===== config.mk =====
export PLATFORM = sky130hd
export DESIGN_NAME = mux_count_link
export DESIGN_NICKNAME = d
export VERILOG_FILES = /design/src/rtl/mux_count_link.sv
export SDC_FILE = /design/constraint.sdc
export NUM_CORES = 1
export LEC_CHECK = 0
export CAP_MARGIN = 0
export CORE_UTILIZATION = 30
export DETAILED_ROUTE_END_ITERATION = 10
export PLACE_DENSITY = 0.55
export SKIP_CTS_REPAIR_TIMING = 1
export SYNTH_ARGS = -nofsm -noshare
export SYNTH_HDL_FRONTEND = slang
export SYNTH_SLANG_ARGS = --single-unit

===== constraint.sdc =====
create_clock -name clk -period 2.4 [get_ports clk]
set_clock_uncertainty 0.05 [all_clocks]
set_input_delay 0.48 -clock clk [delete_from_list [all_inputs] [get_ports clk]]
set_output_delay 0.48 -clock clk [all_outputs]
set_load 0.005 [all_outputs]

===== src/rtl/mux_count_link.sv =====
module mux_count_link #(
  parameter int W = 32
) (
  input  logic           clk,
  input  logic           rst_n,
  input  logic [2*W-1:0] cnt_i,
  output logic [W-1:0]   bus_o,
  input  logic           arm_i,
  input  logic [W-1:0]   tgt_i,
  output logic [2*W-2:0] time_o,
  output logic           evt_o
);
  localparam int H = W - 1;

  assign bus_o = cnt_i[0] ? {cnt_i[2*W-2:W], 1'b1} : {cnt_i[W-1:1], 1'b0};

  logic         odd;
  logic [H-1:0] lo_q, hi_q, lo_nx, hi_nx;
  logic         lsb_q;

  assign odd   = bus_o[0];
  assign lo_nx = odd ? lo_q : bus_o[W-1:1];
  assign hi_nx = odd ? bus_o[W-1:1]
               : ((bus_o[W-1:1] == '0) ? hi_q + H'(1) : hi_q);

  always_ff @(posedge clk or negedge rst_n)
    if (!rst_n) begin
      lo_q  <= '0;
      hi_q  <= '0;
      lsb_q <= 1'b0;
    end else begin
      lo_q  <= lo_nx;
      hi_q  <= hi_nx;
      lsb_q <= odd;
    end

  assign time_o = {hi_q, lo_q, lsb_q};

  logic [W-1:0] tgt_q;
  logic         armed_q, pend_q, evt_q, hit;

  assign hit = armed_q & ~odd & (bus_o[W-1:1] == tgt_q[W-1:1]);

  always_ff @(posedge clk or negedge rst_n)
    if (!rst_n) begin
      tgt_q   <= '0;
      armed_q <= 1'b0;
      pend_q  <= 1'b0;
      evt_q   <= 1'b0;
    end else begin
      pend_q <= hit & tgt_q[0];
      evt_q  <= (hit & ~tgt_q[0]) | pend_q;
      if (arm_i) begin
        tgt_q   <= tgt_i;
        armed_q <= 1'b1;
      end else if (hit) begin
        armed_q <= 1'b0;
      end
    end

  assign evt_o = evt_q;
endmodule


**After elaboration in Yosys (flattened, before gate mapping)**

Cells that the tools add are included.

- Bits in registers: 98
- Input port bits: 99
- Output and inout port bits: 96
- Word-level logic and storage cells: 24

- $add $sub $neg: 1
- Equality and inequality tests: 1
- Multiplexer cells: 5
- Bitwise operators: 7
- Reductions and logical operators: 3

Operator list:

| operator | number |
|---|---|
| 31-bit 2-to-1 mux | 2 |
| 32-bit 2-to-1 mux | 1 |
| 31-bit by 1-bit adder with 31-bit output (second input constant) | 1 |
| 31-bit equality test | 1 |
| 31-bit logical NOT | 1 |
| 1-bit bitwise AND | 4 |
| 2-bit nonzero test | 2 |
| 1-bit 2-to-1 mux | 2 |
| 1-bit NOT | 2 |
| 1-bit bitwise OR | 1 |

**Longest topological paths before layout**

Gate-level depths: netlist of run 1.

- Depth after elaboration: 6
- Gate-level depth with buffers: 10
- Depth with buffers taken out: 7

**Worst setup path before layout of run 1**

Ideal clock, no wire load.

- Path kind: input port to flip-flop
- Start: input port cnt_i[0]
- End: register hi_q[13]
- Library setup time: 125 ps
- Data arrival time: 2124 ps
- Data required time: 2225 ps
- Setup slack: 101 ps
- Stages on the path: 8
- Path buffers: 2
- Path through: buf_6 > or4_1 > o22ai_1 > nand4_1 > buf_4 > nor3_1 > xor2_1 > mux2_2

- Longest elaborated chain between the ends: 3
- Elaborated cells on any way between the ends: 4
- Those cells by class: mux: 2; reduce/logical: 2

Ends and longest elaborated chain:

| what | RTL line | RTL |
|---|---|---|
| from (decl) | 6 | `input logic [2*W-1:0] cnt_i,` |
| 32-bit 2-to-1 mux (*) | 15 | `assign bus_o = cnt_i[0] ? {cnt_i[2*W-2:W], 1'b1} : {cnt_i[W-1:1], 1'b0};` |
| 31-bit logical NOT | 24 | `: ((bus_o[W-1:1] == '0) ? hi_q + H'(1) : hi_q);` |
| 2-bit nonzero test (no line) | n/a |  |
| to (signal assigned) | 33 | `hi_q <= hi_nx;` |
| to (decl) | 18 | `logic [H-1:0] lo_q, hi_q, lo_nx, hi_nx;` |

Every way passes the cells marked *; elsewhere a longest branch is shown, timed or not.
A chain may end at the register's enable or synchronous reset.

**Worst setup path in the final report of run 1**

- Start: input port cnt_i[33]
- End: output port bus_o[2]

- Longest elaborated chain between the ends: 1

Ends and longest elaborated chain:

| what | RTL line | RTL |
|---|---|---|
| 32-bit 2-to-1 mux | 15 |  |
| to (decl) | 7 | `output logic [W-1:0] bus_o,` |

Every way passes these cells.

==> impl.org, run 1 <==
** Critical path
- The startpoint identified for the worst register-to-register timing path is hi_q[11].
- Of all nets on the critical path, the largest fanout is 2.
- Critical Path Start :: cnt_i[33]
- Ordered list of cells on the worst path :: clkdlybuf4s50_1 > mux2_4 > buf_4 > clkdlybuf4s50_1
- The worst setup path is captured at an output port.
- Among the stages of the critical path, the cell type that occurs most often is sky130_fd_sc_hd__clkdlybuf4s50_1.
- Type of origin of the critical path :: primary input
- The critical path is of the primary input to output port type.
- Register-to-Register Setup Slack :: 0.10 ns
- Worst path slowest cell :: sky130_fd_sc_hd__clkdlybuf4s50_1
- Reg2reg end :: hi_q[30]
- In this design, the stage delay of the slowest critical-path cell is 0.45 ns.
- At the worst endpoint, the arrival time is 1.83 ns.
- Data on the critical path is required at its endpoint by 1.87 ns.
- For the worst flop-to-flop path, the logic depth is 7.
- Following the worst setup path forward leads to its endpoint at bus_o[2].

** Timing
- The number of hold-slack violations in the final timing report came to 1.
- At the pin with the least slew margin, the transition time is 0.439 ns.
- Setup violations remaining at the end of the flow were counted as 0.
- Worst hold margin :: -0.0000576 ns
- The worst path needs 2.36 ns of the cycle, external delays included.
- Timing would allow up to 0.423 GHz.
- The total count of max-transition violations in the final report is 0.
- In the finished design, the share of the clock period the worst path needs comes to 0.984.
- Measured against its own limit, the worst slew margin works out to 0.706.

** Routing
- Post-DR wirelength/cell :: 18.1 um
- The pre-antenna-repair detailed-routing pass consisted of 4 iterations.
- After detailed routing, the number of remaining DRC violations is 0.
- The detailed router placed ~5000 vias in this run.
- Post-detailed-route count of antenna-violating nets :: 0
- Using the TritonRoute via totals, the vias-per-cell ratio works out to 4.78.
- For this block, the initial DRC count from the detailed router was 259.
- Total Wirelength :: 19300 um

** Synthesis
- Synthesis produced a netlist with a net count of 635.
- Synth warn :: 0
- Post-synthesis cell area :: roughly 0.0053 mm^2
- The synthesized design contains 98 register bits.
- The share of the Yosys chip area taken by registers is 0.461.
- Unique cell type count in the Yosys netlist :: 38
- The cell count after synthesis came out at 535.
- Of the post-synthesis cell area, the dominant cell type holds 0.461.
- Largest cells by area after synthesis :: sky130_fd_sc_hd__dfrtp_1, sky130_fd_sc_hd__mux2_2, sky130_fd_sc_hd__xnor2_1
- The biggest area contributor in the post-synthesis netlist is sky130_fd_sc_hd__dfrtp_1.
- Avg Cell Area, Syn :: 9.94 um^2

** Final layout
- Summing all non-filler instances in the final layout gives an area of between 0.009 and 0.01 mm^2.
- After the last flow step, the layout net total stands at between 900 and 1000.
- Post-layout util :: 0.538
- The layout has 1547 filler cells.
- Excluding fillers, the count of instances in the completed layout stands at 1065.
- Relative area change from synthesis to final layout :: 75.0%
- Of the cells placed in the final design, the portion with a size suffix greater than 1 is 0.293.

** Clocking
- Total number of clock tree sinks :: 98
- Num CTS Buffers :: 9
- CTS built an H-tree with a depth of 3.
- TritonCTS built the clock tree.
- CTS Buffer Depth :: 2
- Worst-path clk slew :: about 0.070 ns
- Buffer type at the clock tree root :: sky130_fd_sc_hd__clkbuf_16
- Later-pin clock latency in the skew report :: 0.35 ns

** Floorplan
- The die is 135 um wide.
- From bottom edge to top edge, the die measures 135 um.
- Core footprint :: 0.0173 mm^2
- The die covers 0.0183 mm^2.
- Std cell rows :: 48
- Initial Util :: 0.308
- Count of boundary I/O pins :: 195

** Global routing
- In the global route stage, overall resource usage came out at 0.209.
- Entering global routing, the biggest net connects 55 pins.
- The number of global-route vias before repair came to 5207.
- The total overflow left after global routing is 0.
- The initial antenna violation count is 5.
- Wire length of the first global-routing pass :: 28700 um

** Placement
- Cell area reported after detailed placement :: between 0.008 and 0.009 mm^2
- Buffers on Ports :: between 150 and 200
- Placed cell count :: 1036
- Half-perimeter wire length after detailed placement :: about 15000 um
- Final weighted congestion in routability-driven placement :: 0.809

** Power
- Cell-internal power :: 3.53 mW
- Of the total power, the share spent switching nets is 0.263.
- Combinational fraction of design power :: 0.247
- In this run the power spent charging and discharging nets is 1.26 mW.
- Flop pwr share :: 0.402
- Power density relative to cell area :: 515 mW/mm^2
- VDD sags by at most 361 uV.
- After layout, the design draws a total of 4.79 mW.
- Of the total power, the clock network draws 0.351.
- In this run the static leakage power is 4.59 nW.

** Min path
- Tightest Hold Check Type :: primary input to async pin

** Run status
- The final reports fail on negative hold slack.
- The run finished, with violations left.

** Flow run
- Number of maximum-capacitance constraint violations :: 0
-- layout by cell type, fill, tap and decap left out, types with 5 or more instances in the layout --
cell                              count
sky130_fd_sc_hd__nor3_4              13
sky130_fd_sc_hd__nor2_1               5
sky130_fd_sc_hd__buf_6                5
sky130_fd_sc_hd__o21ai_1             24
sky130_fd_sc_hd__buf_4              109
sky130_fd_sc_hd__mux2_4               5
sky130_fd_sc_hd__clkdlybuf4s50_1    136
sky130_fd_sc_hd__nand2b_1             8
sky130_fd_sc_hd__xnor2_1             52
sky130_fd_sc_hd__dfrtp_1             98
sky130_fd_sc_hd__nor4_1               6
sky130_fd_sc_hd__mux2_2              38
sky130_fd_sc_hd__clkbuf_16           12
sky130_fd_sc_hd__dlymetal6s2s_1      55
sky130_fd_sc_hd__xor2_1               7
sky130_fd_sc_hd__or4_4                7
sky130_fd_sc_hd__inv_1               23
sky130_fd_sc_hd__nand2_1            117
sky130_fd_sc_hd__nand4_1             12
sky130_fd_sc_hd__mux2i_1             10
sky130_fd_sc_hd__nor4_4               9
sky130_fd_sc_hd__nor3_2              10
sky130_fd_sc_hd__nand3_1             11
-- cell usage after synthesis --
master,n
sky130_fd_sc_hd__a21oi_1,5
sky130_fd_sc_hd__nor2_1,5
sky130_fd_sc_hd__dfrtp_1,98
sky130_fd_sc_hd__o211ai_2,1
sky130_fd_sc_hd__nor4_1,9
sky130_fd_sc_hd__mux2_2,43
sky130_fd_sc_hd__o21bai_1,1
sky130_fd_sc_hd__or4b_1,4
sky130_fd_sc_hd__buf_2,6
sky130_fd_sc_hd__o22ai_1,4
sky130_fd_sc_hd__buf_1,2
sky130_fd_sc_hd__or2_2,1
sky130_fd_sc_hd__inv_1,23
sky130_fd_sc_hd__or4_1,10
sky130_fd_sc_hd__a21o_1,1
sky130_fd_sc_hd__or3_1,4
sky130_fd_sc_hd__nor4_2,8
sky130_fd_sc_hd__buf_4,3
sky130_fd_sc_hd__nor3_1,10
sky130_fd_sc_hd__nand2_1,118
sky130_fd_sc_hd__o21ai_1,24
sky130_fd_sc_hd__nand2b_1,8
sky130_fd_sc_hd__and3_1,3
sky130_fd_sc_hd__nand3_1,11
sky130_fd_sc_hd__nor3_2,16
sky130_fd_sc_hd__xnor2_1,54
sky130_fd_sc_hd__and4_1,1
sky130_fd_sc_hd__or3b_1,1
sky130_fd_sc_hd__o21ai_0,2
sky130_fd_sc_hd__nand4_1,12
sky130_fd_sc_hd__and2_1,1
sky130_fd_sc_hd__buf_6,3
sky130_fd_sc_hd__ha_1,1
sky130_fd_sc_hd__o211ai_1,1
sky130_fd_sc_hd__clkbuf_1,15
sky130_fd_sc_hd__mux2i_1,18
sky130_fd_sc_hd__nor2_2,1
sky130_fd_sc_hd__xor2_1,7
-- layer usage --
metal	share of wire	vias up	global-route usage	wire length, um
met5	0.00052	-	0	10
met3	0.057	20	0.0460	1100
met2	0.49	148	0.348	9530
met1	0.43	2502	0.270	8290
li1	-	2422	-	-
met4	0.019	2	0.0624	361
-- kinds of logic after synthesis --
logic type	Yosys count	share of synthesized area
and+or+nand+nor	223	0.226
DFF	98	0.461
xor gates and xnor gates	61	0.100
muxes	61	0.125
buffers and inverters	52	0.0445
AOI/OAI and AO/OA	39	0.0405
adders and majority gates	1	0.00235
-- metrics by stage --
step | setup TNS [ns] | worst slack, ns
global placement | -18.69 | -0.668
detailed placement | -19.57 | -0.683
CTS | -7.18 | -0.316
global route | -0.00910 | -0.00664
finish | 0 | 0.0382
floorplan | 0 | 0.101
-- area by class of cell --
cell class                      instances  area (um^2)  share of cell area
Timing Repair Buffer                  314         3100               0.333
Multi-Input combinational cell        385         3040               0.326
Sequential cell                        98         2450               0.264
Tap cell                              225          282              0.0303
Clock buffer                            9          225              0.0242
Clock inverter                          7          116              0.0125
Inverter                               23         86.3             0.00928
Antenna cell                            4         10.0             0.00108
-- how the worst min path moves through the flow --
stage,cells after the start,endpoint,from
4_1_cts,1,tgt_q[23],rst_n
6_report,1,tgt_q[23],rst_n
5_1_grt,1,tgt_q[23],rst_n
2_1_floorplan,0,armed_q,rst_n
3_3_place_gp,1,tgt_q[19],rst_n
3_5_place_dp,1,tgt_q[23],rst_n
-- state kept, by name, indices dropped and copies added (netlist names) --
register,flops
tgt_q,32
hi_q,31
lo_q,31
armed_q,1
evt_o,1
lsb_q,1
pend_q,1
-- power by group through the flow --
stage / registers, mW / clock network, mW / logic (mW)
2_1_floorplan: 1.94 / 0 / 0.386
6_report: 1.93 / 1.68 / 1.18
4_1_cts: 1.92 / 1.72 / 1.16
3_3_place_gp: 1.95 / 0 / 1.14
3_5_place_dp: 1.96 / 0 / 1.15
5_1_grt: 1.95 / 1.80 / 1.27
-- worst max-delay path: cells and delay by family --
| family | cells | cell delay [ns] |
|---|---|---|
| buf+inv | 3 | 1.04 |
| mux | 1 | 0.31 |
(Power assumes the default switching activity.)
==> run 2: changes to the inputs <==
Settings changed: ABC_AREA from default to 1, PLACE_DENSITY 0.55 to 0.54.
==> impl.org, run 2 <==
** Final layout
- Final layout net count :: ~1200
- Post-layout instance area :: between 0.008 and 0.009 mm^2
- Post-layout util :: 0.473
- Most frequent cells in the layout :: sky130_fd_sc_hd__nand2_1, sky130_fd_sc_hd__clkdlybuf4s50_1, sky130_fd_sc_hd__dfrtp_1, sky130_fd_sc_hd__buf_4, sky130_fd_sc_hd__nand3_1
- The count of cells in the finished layout, fillers not included, comes to 1361.
- Relative area change from synthesis to final layout :: 54.9%
- Most common cell after layout, fill and taps aside :: sky130_fd_sc_hd__nand2_1
- Number of diodes added for antenna fixing :: 0
- The register with the most flip-flops in the layout has 32 of them.
- Biggest registers after layout :: tgt_q: 32 flops, hi_q: 31 flops, lo_q: 31 flops
- Top register by number of flip-flops :: tgt_q
- Of the cells placed in the final design, the portion with a size suffix greater than 1 is 0.107.

** Synthesis
- In this run, synthesis produced a sequential element count of 98.
- Count leader, synth :: sky130_fd_sc_hd__nand2_1
- Most instantiated cells after synthesis :: sky130_fd_sc_hd__nand2_1, sky130_fd_sc_hd__dfrtp_1, sky130_fd_sc_hd__nand3_1
- Sequential share of the synthesized area :: 0.431
- Unique cell type count in the Yosys netlist :: 26
- Of the post-synthesis cell area, the dominant cell type holds 0.431.
- Most used DFF post-synth :: sky130_fd_sc_hd__dfrtp_1
- Of all flip-flops after synthesis, the portion carrying an async set or reset was 1.00.
- Post-Synthesis Cells :: 855
- Net count after synthesis :: approximately 960
- Synth warn :: 0
- Post-synth top area cell :: sky130_fd_sc_hd__dfrtp_1
- Avg Cell Area, Syn :: 6.66 um^2
- In this run, synthesis inferred 0 flip-flops with an integrated enable.
- Largest cells by area after synthesis :: sky130_fd_sc_hd__dfrtp_1, sky130_fd_sc_hd__nand2_1, sky130_fd_sc_hd__nand3_1
- Post-synthesis cell area :: 0.00570 mm^2

** Critical path
- Worst Path Class, Setup :: primary input to output port
- Along the worst path, the maximum fanout reaches 3.
- The critical path goes through clkdlybuf4s50_1 > nand2_1 > nand2_1 > clkdlybuf4s50_1.
- Slowest stage delay, CP :: about 0.54 ns
- For the worst setup path, the data arrival time is 1.84 ns.
- The number of buffers and inverters on the critical path is 2.
- Among all stages on the critical path, the largest delay is contributed by sky130_fd_sc_hd__clkdlybuf4s50_1.
- STA classifies the critical path endpoint as an output port.
- Type of origin of the critical path :: primary input
- The kind of cell with the highest combined delay along the critical path is buffers and inverters.
- Counting cells, the worst reg-to-reg path comes to 11.
- STA puts the critical path data required time at 1.87 ns.
- The critical path runs through a total of 4 cells.

** Timing
- F_max :: 0.422 GHz
- Setup violations remaining at the end of the flow were counted as 0.
- Measured against its own limit, the worst slew margin works out to 0.652.
- Number of hold violations in the final report :: 0
- Final Max Tran Viols :: 0
- Setup repair after global routing left no endpoint under its margin.
- Worst Max-Slew Pin Slew :: 0.523 ns
- Subtracting the final worst setup slack from the clock period gives 2.37 ns.
- Part of the cycle the worst path needs :: 0.988
- Adding up every negative setup slack in the final design gives 0 ns.

** Placement
- The placed instances occupy a cell area of 0.00852 mm^2.
- Buffers on Ports :: a little under 200
- Final weighted congestion in routability-driven placement :: 0.894
- Placed cell count :: 1345
- Half-perimeter wire length after detailed placement :: approximately 18000 um

** Clocking
- Worst-path clk slew :: roughly 0.070 ns
- Num CTS Buffers :: 9
- Later-pin clock latency in the skew report :: between 0.3 and 0.4 ns
- In this run the number of H-tree levels came out at 3.
- Clock tree from TritonCTS :: built
- CTS Buffer Depth :: 2
- The tree is rooted in a sky130_fd_sc_hd__clkbuf_16.
- Total number of clock tree sinks :: just under 100

** Global routing
- The first global-routing pass estimated 34000 um of wire.
- Vias in the first global route :: 5956
- The initial antenna violation count is 0.
- Remaining Overflow, GRT :: 0
- Overall fraction of global-route tracks in use :: 0.233
- Entering global routing, the biggest net connects 42 pins.

** Power
- Power density relative to cell area :: 537 mW/mm^2
- Across the VDD grid, the largest voltage drop is ~340 uV.
- Summed over all cells, the static leakage comes to 4.40 nW.
- Total power for the finished layout comes to 4.74 mW.

** Min path
- The worst hold path passes through 2 cells.
- The path class of the tightest hold or removal check is register to register.

** Routing
- After detailed routing, the average wire length per cell comes to 16.5 um.
- Total via count in the routed design :: 6323
- The routed design has about 22000 um of wire.
- Post-detailed-route count of antenna-violating nets :: 0
- Router iterations before antenna repair :: 7
- Dividing the detail-routed via count by the number of cells gives 4.65.
- Detailed-route DRC error count :: 0
- First DRT Iteration DRCs :: 462

** Floorplan
- From left edge to right edge, the die measures 140 um.
- Die Footprint :: 0.0195 mm^2
- Count of boundary I/O pins :: ~200
- The floorplan has 50 rows.
- Core footprint :: 0.0186 mm^2
- Initial Util :: 0.306
- Die height :: approximately 140 um

** Flow run
- Number of maximum-capacitance constraint violations :: 0

** Run status
- Status :: complete, no violations
==> run 2: cell count changes in the layout (fill, tap and decap cells not counted), sizes merged, moves of 10 or more <==
cell | before | now
xnor2 | 54 | 6
buf | 120 | 98
nor2 | 6 | 70
nand2 | 118 | 430
inv | 24 | 59
nand3 | 11 | 82
mux2 | 43 | 0
mux2i | 18 | 0
nor3 | 26 | 4
dlymetal6s2s | 55 | 1
nor4 | 17 | 0
o21ai | 26 | 46
or4 | 10 | 0
clkdlybuf4s50 | 136 | 189
==> run 2: path summary, 6_finish.rpt <==
check,slack [ns],startpoint,end
setup / recovery,0.03,cnt_i[45],bus_o[14]
hold / removal,0.40,pend_q,evt_o
setup reg to reg,0.41,hi_q[0],hi_q[18]
hold reg to reg,0.40,pend_q,evt_o
max in group asynchronous,1.16,rst_n,hi_q[21]
min in group asynchronous,0.54,rst_n,hi_q[5]
==> run 2: layout make-up <==
| class | instances | area [um^2] |
|---|---|---|
| clock buffers | 9 | 225 |
| clock inverters | 6 | 66.3 |
| fillers | 1920 | 9820 |
| inverters | 58 | 223 |
| multi-input cells | 667 | 2830 |
| flip-flops and latches | 98 | 2450 |
| well taps | 234 | 293 |
| repair buffers | 289 | 2730 |
==> run 2: stage by stage <==
step | worst slack, ns | hold WS [ns]
floorplan | 0.571 | 0.134
global placement | 0.00352 | 0.372
detailed placement | 0.0251 | 0.375
CTS | 0.0176 | -0.00749
global route | 0.00504 | 0.423
finish | 0.0284 | 0.403
==> run 2: worst reg2reg max path, delay by kind of cell, from the launching register on <==
kind	cells	cell delay [ns]
and+or+nand+nor	8	0.95
AOI/OAI and AO/OA	1	0.14
buffers and inverters	1	0.09
DFF	1	0.44
adders and majority gates	1	0.26
==> run 2: report_power, final <==
group          switching [mW]  internal [mW]
sequential              0.161           1.81
clock                   0.676          0.807
combinational           0.585          0.698
total                    1.42           3.31
==> run 2: per-layer routing <==
| layer | wire [um] | vias to the layer above | GRT usage | part of all wire |
|---|---|---|---|---|
| li1 | - | 3213 | - | - |
| met4 | 333 | 0 | 0.0602 | 0.015 |
| met3 | 1180 | 20 | 0.0482 | 0.053 |
| met1 | 10600 | 2901 | 0.323 | 0.47 |
| met5 | 0 | - | 0 | 0 |
| met2 | 10300 | 189 | 0.370 | 0.46 |
==> run 2: cell families (layout without fill, tap and decap cells) <==
group | Yosys count | in the layout | synth area share
and+or+nand+nor | 602 | 602 | 0.428
DFF | 98 | 98 | 0.431
buffers and inverters | 90 | 362 | 0.0723
AOI/OAI and AO/OA | 50 | 50 | 0.0453
xor gates and xnor gates | 14 | 14 | 0.0215
adders and majority gates | 1 | 1 | 0.00220
==> run 3: changes to the inputs <==
Settings changed: CORE_ASPECT_RATIO from default to 1.5, DONT_BUFFER_PORTS from default to 1, PLACE_DENSITY 0.54 to 0.41.
==> impl.org, run 3 (same netlist as run 2, synthesis figures left out) <==
** Floorplan
- For this design the top-level I/O count stands at 195.
- From left edge to right edge, the die measures 115 um.
- Core footprint :: 0.0185 mm^2
- Initial Util :: 0.307
- The floorplan has 61 rows.
- The floorplan step set the die height to 171 um.
- Die Footprint :: roughly 0.02 mm^2

** Critical path
- Most Frequent Cell on Critical Path :: sky130_fd_sc_hd__nand2_1
- Ordered list of cells on the worst path :: ha_1 > nand3_1 > inv_1 > nand2_1 > nor3_1 > nand3b_1 > nand3_1 > nand2_1 > nand2_1 > nand2_1
- The worst setup path is captured at a register.
- Required time at the endpoint of the critical path :: 2.59 ns
- Together, buffers and inverters on the worst path number 1.
- Of all nets on the critical path, the largest fanout is 5.
- Worst Path Class, Setup :: register to register
- The worst register-to-register path has a depth of 10.
- Cell class contributing the biggest share of worst-path delay :: simple AND/OR/NAND/NOR gates
- In this run the number of cells on the critical path is 10.
- Type of origin of the critical path :: register
- Slowest stage delay, CP :: 0.46 ns
- Worst path slowest cell :: sky130_fd_sc_hd__dfrtp_1
- Arrival @ worst endpoint :: roughly 2.3 ns

** Final layout
- Top register by number of flip-flops :: tgt_q
- The area growth from synthesis to layout is 11.9%.
- Final layout net count :: 958
- In the final layout, the registers with the most flip-flops are tgt_q: 32 flops, hi_q: 31 flops, lo_q: 31 flops.
- The register with the most flip-flops in the layout has 32 of them.
- Of the cells placed in the final design, the portion with a size suffix greater than 1 is 0.0556.
- Number of diodes added for antenna fixing :: 0
- Most frequent cells in the layout :: sky130_fd_sc_hd__nand2_1, sky130_fd_sc_hd__dfrtp_1, sky130_fd_sc_hd__nand3_1, sky130_fd_sc_hd__nor2_1, sky130_fd_sc_hd__inv_1
- Once layout is complete, the utilization of the core stands at 0.344.
- Excluding fillers, the count of instances in the completed layout stands at 1115.
- Leaving out fill and tap cells, the most frequent cell in the layout is sky130_fd_sc_hd__nand2_1.
- Summing all non-filler instances in the final layout gives an area of between 0.006 and 0.007 mm^2.

** Routing
- Dividing the detail-routed via count by the number of cells gives 4.82.
- Once detail routing completed, the nets flagged for antenna violations numbered 0.
- In this run, the number of DRC markers left after iteration 0 of detailed routing was 275.
- Post-DR wirelength/cell :: 18.7 um
- The detailed router used layers up to and including met4.
- Summed over all nets, wire length on met2 after detailed routing comes to 10800 um.
- Total Wirelength :: 20800 um
- The routed layout has 5369 vias.
- Router iterations before antenna repair :: 4
- The detailed router put a total of 8300 um of wire on met1.
- The routed design uses 1180 um of met3 wire.
- Detailed-route DRC error count :: 0

** Timing
- Final Setup Violations :: 0
- The worst path needs between 2 and 2.5 ns of the cycle, external delays included.
- Worst Max-Slew Pin Slew :: 0.552 ns
- Headroom to the max-slew limit :: 0.632
- Part of the cycle the worst path needs :: 0.878
- F_max :: 0.474 GHz
- Worst setup margin :: between 0.2 and 0.3 ns
- RSZ-0062 raised after global routing :: false
- Worst hold margin :: -0.234 ns
- The total count of max-transition violations in the final report came to 0.
- Setup TNS after final layout :: 0 ns
- The number of hold-slack violations in the final timing report was a little under 100.

** Min path
- Tightest Hold Check Type :: primary input to async pin

** Global routing
- Vias in the first global route :: 5523
- Entering global routing, the biggest net connects 99 pins.
- Antenna violations before repair :: 0
- For this run, the total global-route usage over all layers was measured as 0.219.
- The first global-routing pass estimated 31700 um of wire.
- Remaining Overflow, GRT :: 0

** Clocking
- The tree is rooted in a sky130_fd_sc_hd__clkbuf_16.
- Worst-path clk slew :: 0.07 ns
- Num CTS Buffers :: 9
- The H-tree was split into 3 levels.
- Clock tree from TritonCTS :: built
- CTS saw 98 sinks.
- In this run the deepest clock path goes through 2 buffers.
- Later-pin clock latency in the skew report :: 0.35 ns

** Placement
- The count of buffers added on input and output ports is 0.
- At the end of routability-driven placement, the weighted congestion stood at 0.909.
- Pre-CTS WS :: 0.0296 ns
- After legalization and detailed placement, the total HPWL measured 16000 um.
- Summing all placed instances gives a cell area of 0.00604 mm^2.
- Once placement completed, the tool counted placed cells totaling 1099.

** Power
- Overall power consumption :: 4.30 mW
- Switching share of power :: 0.302
- Leakage dissipation :: 3.32 nW
- Across the VDD grid, the largest voltage drop is 299 uV.
- Clock group share of total power :: 0.390
- Internal power comes to approximately 3 mW.
- Of the total power, registers draw 0.464.
- Of the total power, combinational logic draws 0.146.
- Power density relative to cell area :: 675 mW/mm^2
- Switching power :: roughly 1.3 mW

** Run status
- Status :: complete, but fails checks
- The final reports fail on negative hold slack.

** Flow run
- Number of maximum-capacitance constraint violations :: 0
run 3: cell count changes in the layout (fill, tap and decap cells not counted), moves of 2 or more:
cell                              before  now
sky130_fd_sc_hd__buf_12                7    3
sky130_fd_sc_hd__buf_2                 2    0
sky130_fd_sc_hd__buf_4                89   21
sky130_fd_sc_hd__clkdlybuf4s50_1     189    0
sky130_fd_sc_hd__clkinv_2              2    0
sky130_fd_sc_hd__clkinv_4              2    0
sky130_fd_sc_hd__clkinvlp_4            0    2
sky130_fd_sc_hd__inv_6                 2    0
sky130_fd_sc_hd__inv_8                 0    2
run 3: worst reg2reg max path, cell delays in order, from the launching register on:
cell and delay, ns:
sky130_fd_sc_hd__dfrtp_1 0.46, sky130_fd_sc_hd__ha_1 0.27, sky130_fd_sc_hd__nand3_1 0.21, sky130_fd_sc_hd__inv_1 0.10, sky130_fd_sc_hd__nand2_1 0.12, sky130_fd_sc_hd__nor3_1 0.39
sky130_fd_sc_hd__nand3b_1 0.13, sky130_fd_sc_hd__nand3_1 0.12, sky130_fd_sc_hd__nand2_1 0.06, sky130_fd_sc_hd__nand2_1 0.05, sky130_fd_sc_hd__nand2_1 0.04
run 3: worst paths after layout:
path,from,to,slack (ns)
worst min register to register,pend_q,evt_o,0.40
min in group clk,cnt_i[0],lsb_q,0.11
worst min-delay path,rst_n,hi_q[4],-0.23
max in group asynchronous,rst_n,tgt_q[24],2.35
worst max-delay path,hi_q[0],hi_q[18],0.29
worst max register to register,hi_q[0],hi_q[18],0.29
run 3: final cells by class:
cell class,instances,area [um^2]
clock buffer,10,239
tap,252,315
timing repair buffer,24,218
fill,2062,12200
multi-input combinational,667,2830
clock inverter,6,97.6
sequential,98,2450
inverter,58,220
run 3: layer usage:
metal | vias to the layer above | GRT usage
met3 | 28 | 0.0499
li1 | 2679 | -
met4 | 0 | 0.0819
met2 | 151 | 0.393
met5 | - | 0
met1 | 2511 | 0.252
run 3: power by group through the flow:
stage / clock network, mW / logic (mW) / registers [mW]
5_1_grt: 1.79 / 0.725 / 2.02
6_report: 1.68 / 0.627 / 2.00
2_1_floorplan: 0 / 0.485 / 1.97
3_3_place_gp: 0 / 0.630 / 2.03
3_5_place_dp: 0 / 0.636 / 2.03
4_1_cts: 1.72 / 0.639 / 2.00
